[src/rtl/ssp_pkg.sv]
package ssp_pkg;
    typedef enum logic [1:0] {
        ST_IDLE  = 2'd0,
        ST_LEAD  = 2'd1,
        ST_SHIFT = 2'd2,
        ST_DONE  = 2'd3
    } ssp_state_t;

    typedef enum logic {
        DIR_TX = 1'b0,
        DIR_RX = 1'b1
    } ssp_dir_t;
endpackage

[src/rtl/ssp_bit_timer.sv]
// Phase and bit counters for the shift clock; also times the lead-in.
module ssp_bit_timer #(
    parameter int HALF = 6,
    parameter int BITS = 8,
    parameter int LEAD = 4
) (
    input  logic                      clk,
    input  logic                      rst_n,
    input  logic                      clr,
    input  logic                      run,
    output logic [$clog2(BITS)-1:0]   bit_idx,
    output logic                      low_phase,
    output logic                      lead_end,
    output logic                      rise_edge,
    output logic                      data_edge,
    output logic                      last_edge
);
    localparam int PERIOD = 2 * HALF;
    localparam int PW     = $clog2(PERIOD);
    localparam int BW     = $clog2(BITS);

    logic [PW-1:0] phase;

    always_ff @(posedge clk) begin
        if (!rst_n || clr) begin
            phase   <= '0;
            bit_idx <= '0;
        end else if (run) begin
            if (phase == PW'(PERIOD - 1)) begin
                phase   <= '0;
                bit_idx <= bit_idx + 1'b1;
            end else begin
                phase <= phase + 1'b1;
            end
        end
    end

    always_comb begin
        low_phase = (phase < PW'(HALF));
        lead_end  = (phase == PW'(LEAD - 1));
        rise_edge = (phase == PW'(HALF - 1));
        data_edge = (phase == PW'(HALF + 1));
        last_edge = (phase == PW'(PERIOD - 1)) && (bit_idx == BW'(BITS - 1));
    end
endmodule

[src/rtl/ssp_shifter.sv]
// Shared shift register: loads the transmit byte, advances it, or collects input bits.
module ssp_shifter #(
    parameter int BITS = 8
) (
    input  logic            clk,
    input  logic            rst_n,
    input  logic            load,
    input  logic [BITS-1:0] load_val,
    input  logic            capture,
    input  logic            advance,
    input  logic            finish,
    input  logic            sdi,
    output logic            sdo_bit,
    output logic [BITS-1:0] word
);
    always_ff @(posedge clk) begin
        if (!rst_n) begin
            word    <= '0;
            sdo_bit <= 1'b1;
        end else if (load) begin
            word    <= load_val;
            sdo_bit <= load_val[0];
        end else if (finish) begin
            sdo_bit <= 1'b1;
        end else if (capture) begin
            word <= {sdi, word[BITS-1:1]};
        end else if (advance) begin
            word    <= {1'b1, word[BITS-1:1]};
            sdo_bit <= word[1];
        end
    end
endmodule

[src/rtl/sync_shift_port.sv]
module sync_shift_port
    import ssp_pkg::*;
#(
    parameter int HALF = 6,
    parameter int BITS = 8,
    parameter int LEAD = 4
) (
    input  logic            clk,
    input  logic            rst_n,
    input  logic            tx_start,
    input  logic [BITS-1:0] tx_byte,
    input  logic            rx_start,
    input  logic            sdi,
    output logic            sclk,
    output logic            sdo,
    output logic            sdo_en,
    output logic            done,
    output logic [BITS-1:0] rx_byte
);
    localparam int BW = $clog2(BITS);

    ssp_state_t      state, state_nx;
    ssp_dir_t        dir;
    logic            accept, tm_clr, tm_run;
    logic [BW-1:0]   bit_idx;
    logic            low_phase, lead_end, rise_edge, data_edge, last_edge;
    logic            sh_capture, sh_advance, sh_finish, sdo_bit;
    logic [BITS-1:0] word, load_val;

    // next state
    always_comb begin
        state_nx = state;
        unique case (state)
            ST_IDLE:  if (tx_start || rx_start) state_nx = ST_LEAD;
            ST_LEAD:  if (lead_end)             state_nx = ST_SHIFT;
            ST_SHIFT: if (last_edge)            state_nx = ST_DONE;
            ST_DONE:                            state_nx = ST_IDLE;
            default:                            state_nx = ST_IDLE;
        endcase
    end

    // state register and transfer direction
    always_ff @(posedge clk) begin
        if (!rst_n) begin
            state <= ST_IDLE;
            dir   <= DIR_TX;
        end else begin
            state <= state_nx;
            if (accept) dir <= tx_start ? DIR_TX : DIR_RX;
        end
    end

    always_comb begin
        accept     = (state == ST_IDLE) && (tx_start || rx_start);
        load_val   = tx_start ? tx_byte : '1;
        tm_clr     = (state == ST_IDLE) || (state == ST_DONE) ||
                     ((state == ST_LEAD) && lead_end);
        tm_run     = (state == ST_LEAD) || (state == ST_SHIFT);
        sh_capture = (state == ST_SHIFT) && rise_edge && (dir == DIR_RX);
        sh_advance = (state == ST_SHIFT) && data_edge && (dir == DIR_TX) &&
                     (bit_idx != BW'(BITS - 1));
        sh_finish  = (state == ST_SHIFT) && last_edge;
    end

    ssp_bit_timer #(.HALF(HALF), .BITS(BITS), .LEAD(LEAD)) u_timer (
        .clk       (clk),
        .rst_n     (rst_n),
        .clr       (tm_clr),
        .run       (tm_run),
        .bit_idx   (bit_idx),
        .low_phase (low_phase),
        .lead_end  (lead_end),
        .rise_edge (rise_edge),
        .data_edge (data_edge),
        .last_edge (last_edge)
    );

    ssp_shifter #(.BITS(BITS)) u_shift (
        .clk      (clk),
        .rst_n    (rst_n),
        .load     (accept),
        .load_val (load_val),
        .capture  (sh_capture),
        .advance  (sh_advance),
        .finish   (sh_finish),
        .sdi      (sdi),
        .sdo_bit  (sdo_bit),
        .word     (word)
    );

    // received byte register
    always_ff @(posedge clk) begin
        if (!rst_n)                          rx_byte <= '0;
        else if (sh_finish && dir == DIR_RX) rx_byte <= word;
    end

    // outputs
    always_comb begin
        sclk   = !((state == ST_SHIFT) && low_phase);
        sdo    = sdo_bit;
        sdo_en = (dir == DIR_TX) && ((state == ST_LEAD) || (state == ST_SHIFT));
        done   = (state == ST_DONE);
    end
endmodule

[config.mk]
export PLATFORM = sky130hd
export DESIGN_NAME = sync_shift_port
export DESIGN_NICKNAME = d
export VERILOG_FILES = /design/src/rtl/ssp_pkg.sv /design/src/rtl/ssp_bit_timer.sv /design/src/rtl/ssp_shifter.sv /design/src/rtl/sync_shift_port.sv
export SDC_FILE = /design/constraint.sdc
export NUM_CORES = 1
export LEC_CHECK = 0
export ABC_AREA = 1
export BUFFER_PORTS_ARGS = -buffer_cell sky130_fd_sc_hd__buf_2
export CAP_MARGIN = 25
export CORE_AREA = 2 2 73 75
export CTS_BUF_LIST = sky130_fd_sc_hd__clkbuf_4 sky130_fd_sc_hd__clkbuf_8
export DETAILED_ROUTE_END_ITERATION = 7
export DIE_AREA = 0 0 75 77
export PLACE_DENSITY = 0.57
export SLEW_MARGIN = 15
export SYNTH_ARGS = -nofsm -noshare
export SYNTH_HDL_FRONTEND = slang
export SYNTH_SLANG_ARGS = --single-unit
[constraint.sdc]
create_clock -name clk -period 1.4 [get_ports clk]
set_input_delay 0.28 -clock clk [delete_from_list [all_inputs] [get_ports clk]]
set_output_delay 0.28 -clock clk [all_outputs]
set_load 0.02 [all_outputs]
==> qor.yml, run 1 <==
grt:
  grtUsageTotal_pct: 13.1
  grt_pass1_wl_mm: 5.93
  grt_max_degree: 17
  grt_pass1_vias: 1303
  overflow: 0
  antenna_found_initial: 0
cells_and_area:
  final_cells: 330
  fin_nets: 282
  diodes: 0
  area_growth_pct: 37.6
  drive_gt1_share_pct: 38.1
  fillerInstances: 526
pwr:
  powerDensity_nw_per_um2: 1800
  power.leakage_nw: 0.918
  ir_drop_v: 0.000978
  p_total_mw: 3.70
routing:
  num_vias: 1456
  routedWlPerCell_um: 11.3
  drc: 0
  drt-total-wl_mm: 3.73
  ant_nets: 0
  first_iter_violations: 32
  first_pass_iters: 4
  vias_per_cell: 4.41
timing:
  setup_viol: 4
  timing.fmax_ghz: 0.663
  relSlewSlack_pct: 80.0
  drv_slew: 0
  worstMarginPinSlew_ns: 0.300
  min_period_over_period_pct: 108
  rsz0062_at_grt: "yes"
  fin_ws_ns: -0.108
  finClkSkew_ns: 0.00582
  hold_viol: 0
  layout_min_cycle_time_ns: 1.51
cts:
  clkSinkCount: 27
  cts_root_buffer: "clkbuf_8"
  cts_tree: "done"
  htree_levels: 1
  cts_max_path_buffers: 2
  cts_buffers: 3
  clkTransAtPathRegs_ns: 0.11
  clk_latency_ns: 0.28
  postCtsHoldBufs: 0
synthesis:
  yosysUniqueCellTypes: 29
  synth_warnings: 0
  netlist_top_cells_area: "dfxtp_1, nand2_1, nor2_1"
  synth_seq_cells: 27
  seq_area_frac_synth_pct: 36.2
  syn_avg_cell_area_um2: 6.99
  syn_nets: 235
  syn_area_um2: 1500
  synth_top_cell_area_share_pct: 36.2
  yosys.area.top_type: "dfxtp_1"
  netlist_instances: 214
floorplanning:
  core-area_um2: 4980
  start_util_pct: 30.0
  fp.dieH_um: 77
  fp.dieW_um: 75
  num_rows: 26
  die-area_um2: 5780
  io_pins: 25
place:
  routabilityCongestion: 0.763
  dp_cells: 323
  port_buffers: 24
  dp_hpwl_mm: 2.75
  dpl_worst_slack_ns: -0.0425
setup_path:
  reg2regPathDepth: 8
  rr_startpoint: "state[1]"
  crit_start: "state[1]"
  crit_type: "register to output port"
  arrival_ns: 1.23
  crit_path_end_kind: "output port"
  worstPathMaxFanout: 3
  r2r_setup_slack_ns: -0.02
  timing.rr.end: "u_timer.bit_idx[0]"
  cp-start-kind: "register"
  cp.required_ns: 1.12
hold_path:
  holdPathStages: 3
  hold_path_startpoint: "rst_n"
  worstHoldEndpoint: "state[1]"
  hp-class: "input port to register"
run_status:
  violations: "setup timing"
  outcome: "finished with violations"
job:
  drv_cap: 0
-- layout by cell type (no fill, tap or decap), types with 2 or more instances in the layout --
master    synthesis  routed
nand2_1          54      52
buf_6             1       4
o21ai_0           2       2
a21oi_2           0       4
inv_2             4       6
buf_2             0      21
nand3_1          16      13
nand4_1           5       5
nor2_1           35      29
dfxtp_1          27      21
a21oi_1          19      15
nor2_2            1       5
nand2_2           2       4
nor2_4            2       4
or2_2             2       2
inv_1            21      17
nand3_2           2       5
ha_4              0       5
ha_1              8       2
clkbuf_8          1       3
buf_4             1      21
dfxtp_2           0       5
-- cells by family (layout without fill, tap and decap cells) --
logic type	count (synthesis)	in the layout	synth area share [%]
adders and majority gates	8	8	6.69
DFF	27	27	36.2
buffers and inverters	30	76	9.29
AOI/OAI and AO/OA	22	22	7.53
xor gates and xnor gates	1	1	0.586
and+or+nand+nor	126	126	39.7
-- per-stage QoR --
| step | hold slack [ns] | area, um2 | setup TNS [ns] | utilization [%] |
|---|---|---|---|---|
| floorplan | 0.405 | 1500 | 0 | - |
| global placement | 0.454 | 1810 | 0 | 36.4 |
| detailed placement | 0.455 | 1810 | -0.206 | 36.4 |
| CTS | 0.320 | 1950 | -0.184 | 39.1 |
| global route | 0.335 | 2060 | -1.08 | 41.3 |
| finish | 0.323 | 2060 | -0.180 | 41.3 |
-- cells in the mapped netlist --
| library cell | instances |
|---|---|
| dfxtp_1 | 27 |
| buf_6 | 1 |
| clkbuf_8 | 1 |
| nand2_2 | 2 |
| buf_4 | 1 |
| nor2_4 | 2 |
| inv_2 | 4 |
| nand4_4 | 1 |
| clkinv_4 | 1 |
| nor3_1 | 1 |
| ha_1 | 8 |
| nor2_1 | 35 |
| nand3b_1 | 1 |
| a211oi_1 | 1 |
| nand3_4 | 1 |
| nand4_1 | 5 |
| or2_2 | 2 |
| nand3_1 | 16 |
| nand2_4 | 1 |
| clkbuf_1 | 1 |
| or2_0 | 1 |
| o21ai_0 | 2 |
| nor2_2 | 1 |
| nand2_1 | 54 |
| xor2_1 | 1 |
| inv_1 | 21 |
| a21oi_1 | 19 |
| and2_0 | 1 |
| nand3_2 | 2 |
-- where the power goes --
part / leakage, nW / internal, mW / switching, mW / total [mW]
combinational: 0.673 / 0.963 / 1.18 / 2.14
clock: 0.0217 / 0.203 / 0.283 / 0.486
sequential: 0.223 / 0.946 / 0.133 / 1.08
total: 0.918 / 2.11 / 1.59 / 3.70
-- routing by layer --
layer  vias to the layer above  track usage (%)  share of wire (%)
met5                         -                0                  0
met2                        21             20.1                 49
met4                         0             5.36                1.7
met3                         4             1.97                3.1
met1                       661             18.0                 46
li1                        770                -                  -
-- flip-flops by register name, summed over array words and instances (netlist names) --
signal / count
u_shift.sdo_bit: 1
u_shift.word: 8
rx_byte: 8
u_timer.phase: 4
dir: 1
u_timer.bit_idx: 3
state: 2
-- worst max-delay path: stages, from the launching register on --
cell and delay [ns]:
dfxtp_4 0.38, inv_4 0.04, ha_4 0.28, inv_6 0.04
nor2_4 0.08, buf_6 0.12
-- worst max-delay path by stage --
stage / end / cells past startpoint / slack (ns)
floorplan: u_shift.sdo_bit / 8 / 0.005
global placement: rx_byte[6] / 7 / 0.0002
detailed placement: rx_byte[2] / 7 / -0.04
CTS: sdo_en / 5 / -0.14
global route: sdo_en / 5 / -0.15
finish: sdo_en / 5 / -0.11
-- timing repair --
| item | 4_1_cts | 5_1_grt |
|---|---|---|
| pin swaps | 5 | 8 |
| resized for setup | 22 | 26 |
| endpoints found under the setup margin | 18 | 28 |
| setup buffers | 3 | 1 |
-- cell type report --
| type | count | area, um2 | area share [%] |
|---|---|---|---|
| Multi-Input combinational cell | 157 | 952 | 46.3 |
| Tap cell | 70 | 87.6 | 4.26 |
| Sequential cell | 27 | 551 | 26.8 |
| Clock buffer | 3 | 41.3 | 2.01 |
| Inverter | 26 | 110 | 5.35 |
| Timing Repair Buffer | 46 | 308 | 15.0 |
| Clock inverter | 1 | 7.51 | 0.365 |
Power figures use the tool's default switching activity.
==> inputs of run 2 (changes only) <==
--- a/config.mk
+++ b/config.mk
@@ -12,7 +12,7 @@
 export CTS_BUF_LIST = sky130_fd_sc_hd__clkbuf_4 sky130_fd_sc_hd__clkbuf_8
 export DETAILED_ROUTE_END_ITERATION = 7
 export DIE_AREA = 0 0 75 77
-export PLACE_DENSITY = 0.57
+export PLACE_DENSITY = 0.55
 export SLEW_MARGIN = 15
 export SYNTH_ARGS = -nofsm -noshare
 export SYNTH_HDL_FRONTEND = slang
==> constraint.sdc (replaced) <==
create_clock -name clk -period 1.65 [get_ports clk]
set_input_delay 0.33 -clock clk [delete_from_list [all_inputs] [get_ports clk]]
set_output_delay 0.33 -clock clk [all_outputs]
set_load 0.02 [all_outputs]
==> run 2 against run 1 <==
Design area fell by 12%. Sequential share of layout area rose by 3.5 points. Core utilization fell by 5.1 points. Highest routed layer unchanged. Die area did not move. Flip-flop and latch count did not move. Clock power fell by 16%. Worst hold slack improved by 0.065 ns. The run now ends clean. Largest power group unchanged. Critical endpoint unchanged. Cell count fell by 4.5%. Critical path depth did not move. Worst setup slack improved by 0.15 ns.
==> qor.yml, run 2 (synthesized netlist as in run 1, its figures left out) <==
timing:
  worstMarginPinSlew_ns: 0.297  # -0.00304 ns
  timing.fmax_ghz: 0.622
  setup_viol: 0  # -4
  min_period_over_period_pct: 97.5
  relSlewSlack_pct: 80.1  # +0.15 points
  rsz0062_at_grt: "yes"
  finClkSkew_ns: 0.00186  # -0.00395 ns
  hold_viol: 0  # unchanged
  drv_slew: 0  # unchanged
  layout_min_cycle_time_ns: 1.61
setup_path:
  worstPathMaxFanout: 3  # unchanged
  crit_path_end_kind: "output port"
  r2r_setup_slack_ns: 0.18  # +0.20 ns
  crit_start: "state[1]"
  reg2regPathDepth: 8  # unchanged
  cp.required_ns: 1.32  # +0.20 ns
  rr_startpoint: "state[1]"
  crit_end: "sdo_en"
  timing.rr.end: "u_timer.bit_idx[0]"
  arrival_ns: 1.28  # +0.05 ns
  crit_type: "register to output port"
  cp-start-kind: "register"
routing:
  ant_nets: 0  # unchanged
  drc: 0  # unchanged
  first_pass_iters: 4  # unchanged
  first_iter_violations: 73  # +130%
  drt-total-wl_mm: 3.34  # -10%
  routedWlPerCell_um: 10.6  # -6.1%
  num_vias: 1368  # -6.0%
  vias_per_cell: 4.34  # -1.6%
floorplanning:
  start_util_pct: 30.0  # unchanged
  die-area_um2: 5780  # unchanged
  core-area_um2: 4980  # unchanged
  io_pins: 25  # unchanged
  fp.dieH_um: 77  # unchanged
  fp.dieW_um: 75  # unchanged
  num_rows: 26  # unchanged
place:
  port_buffers: 24  # unchanged
  dp_hpwl_mm: 2.58  # -6.0%
  dp_cells: 308  # -4.6%
  routabilityCongestion: 0.773  # +1.4%
grt:
  grt_max_degree: 17  # unchanged
  antenna_found_initial: 0  # unchanged
  grt_pass1_wl_mm: 5.69  # -4.1%
  grt_pass1_vias: 1264  # -3.0%
  grtUsageTotal_pct: 12.5  # -0.56 points
  overflow: 0  # unchanged
cells_and_area:
  largest_registers: "rx_byte x8, u_shift.word x8, u_timer.phase x4"
  fin_util_pct: 36.3  # -5.1 points
  fin_nets: 267  # -5.3%
  final_cell_mix: "nand2_1, nor2_1, dfxtp_1, buf_2"
  layout_commonest_cell: "nand2_1"
  drive_gt1_share_pct: 24.5  # -14 points
  area_growth_pct: 20.8
  final_cells: 315  # -4.5%
  diodes: 0  # unchanged
hold_path:
  hp-class: "input port to register"
pwr:
  power.leakage_nw: 0.824  # -10%
  ir_drop_v: 0.000629  # -36%
  powerDensity_nw_per_um2: 1530  # -15%
cts:
  clkSinkCount: 27  # unchanged
  cts_buffers: 3  # unchanged
  clk_latency_ns: 0.28  # about the same
  htree_levels: 1  # unchanged
  cts_root_buffer: "clkbuf_8"
  cts_tree: "done"
  cts_max_path_buffers: 2  # unchanged
  clkTransAtPathRegs_ns: 0.10  # about the same
job:
  drv_cap: 0  # unchanged
run_status:
  outcome: "complete, no violations"
==> run 2: stage by stage <==
stage	hold slack [ns]	total power [mW]	setup TNS, ns	worst slack [ns]	area [um2]
6_report	0.388	2.76	0	0.0414	1810
5_1_grt	0.389	3.00	-0.00843	-0.00442	1810
4_1_cts	0.390	2.73	-0.00125	-0.00125	1790
3_5_place_dp	0.455	2.19	0	0.0994	1700
3_3_place_gp	0.454	2.19	0	0.0981	1700
2_1_floorplan	0.439	1.87	0	0.147	1500
==> run 2: area by class of cell <==
| cell class | count | area [um2] |
|---|---|---|
| fillers | 526 | 3170 |
| well taps | 70 | 87.6 |
| flip-flops and latches | 27 | 546 |
| repair buffers | 31 | 175 |
| inverters | 26 | 103 |
| clock buffers | 3 | 41.3 |
| clock inverters | 1 | 7.51 |
| multi-input cells | 157 | 846 |
==> run 2: worst max-delay path, cell delays in order, from the launching register on <==
cell     delay [ns]
dfxtp_4        0.38
inv_1          0.08
ha_4           0.28
inv_2          0.04
nor2_1         0.08
buf_4          0.15
==> run 2: repair_timing <==
item,4_1_cts,5_1_grt
setup buffers,3,0
setup endpoints to repair,2,11
hold buffers,0,0
resized for setup,7,4
==> run 2: how the worst min path moves through the flow <==
stage	startpoint	cells past startpoint	slack, ns	to
after CTS	tx_byte[2]	5	0.39	u_shift.word[2]
after floorplan	u_shift.word[0]	2	0.44	rx_byte[0]
after global placement	u_timer.bit_idx[2]	2	0.45	u_timer.bit_idx[2]
after global routing	rst_n	2	0.39	u_shift.sdo_bit
after detailed placement	rx_byte[7]	2	0.46	rx_byte[7]
final	tx_byte[2]	5	0.39	u_shift.word[2]
==> run 2: per-layer routing <==
layer	share of wire (%)	routed length (um)	global-route usage (%)
met1	51	1690	17.8
met5	0	0	0
met2	45	1500	19.2
met3	3.3	111	1.97
met4	1.2	39	3.75
==> run 2: report_power, final <==
group          switching [mW]  internal, mW
logic                   0.857         0.592
registers               0.105         0.800
clock network           0.236         0.172
total                    1.20          1.56
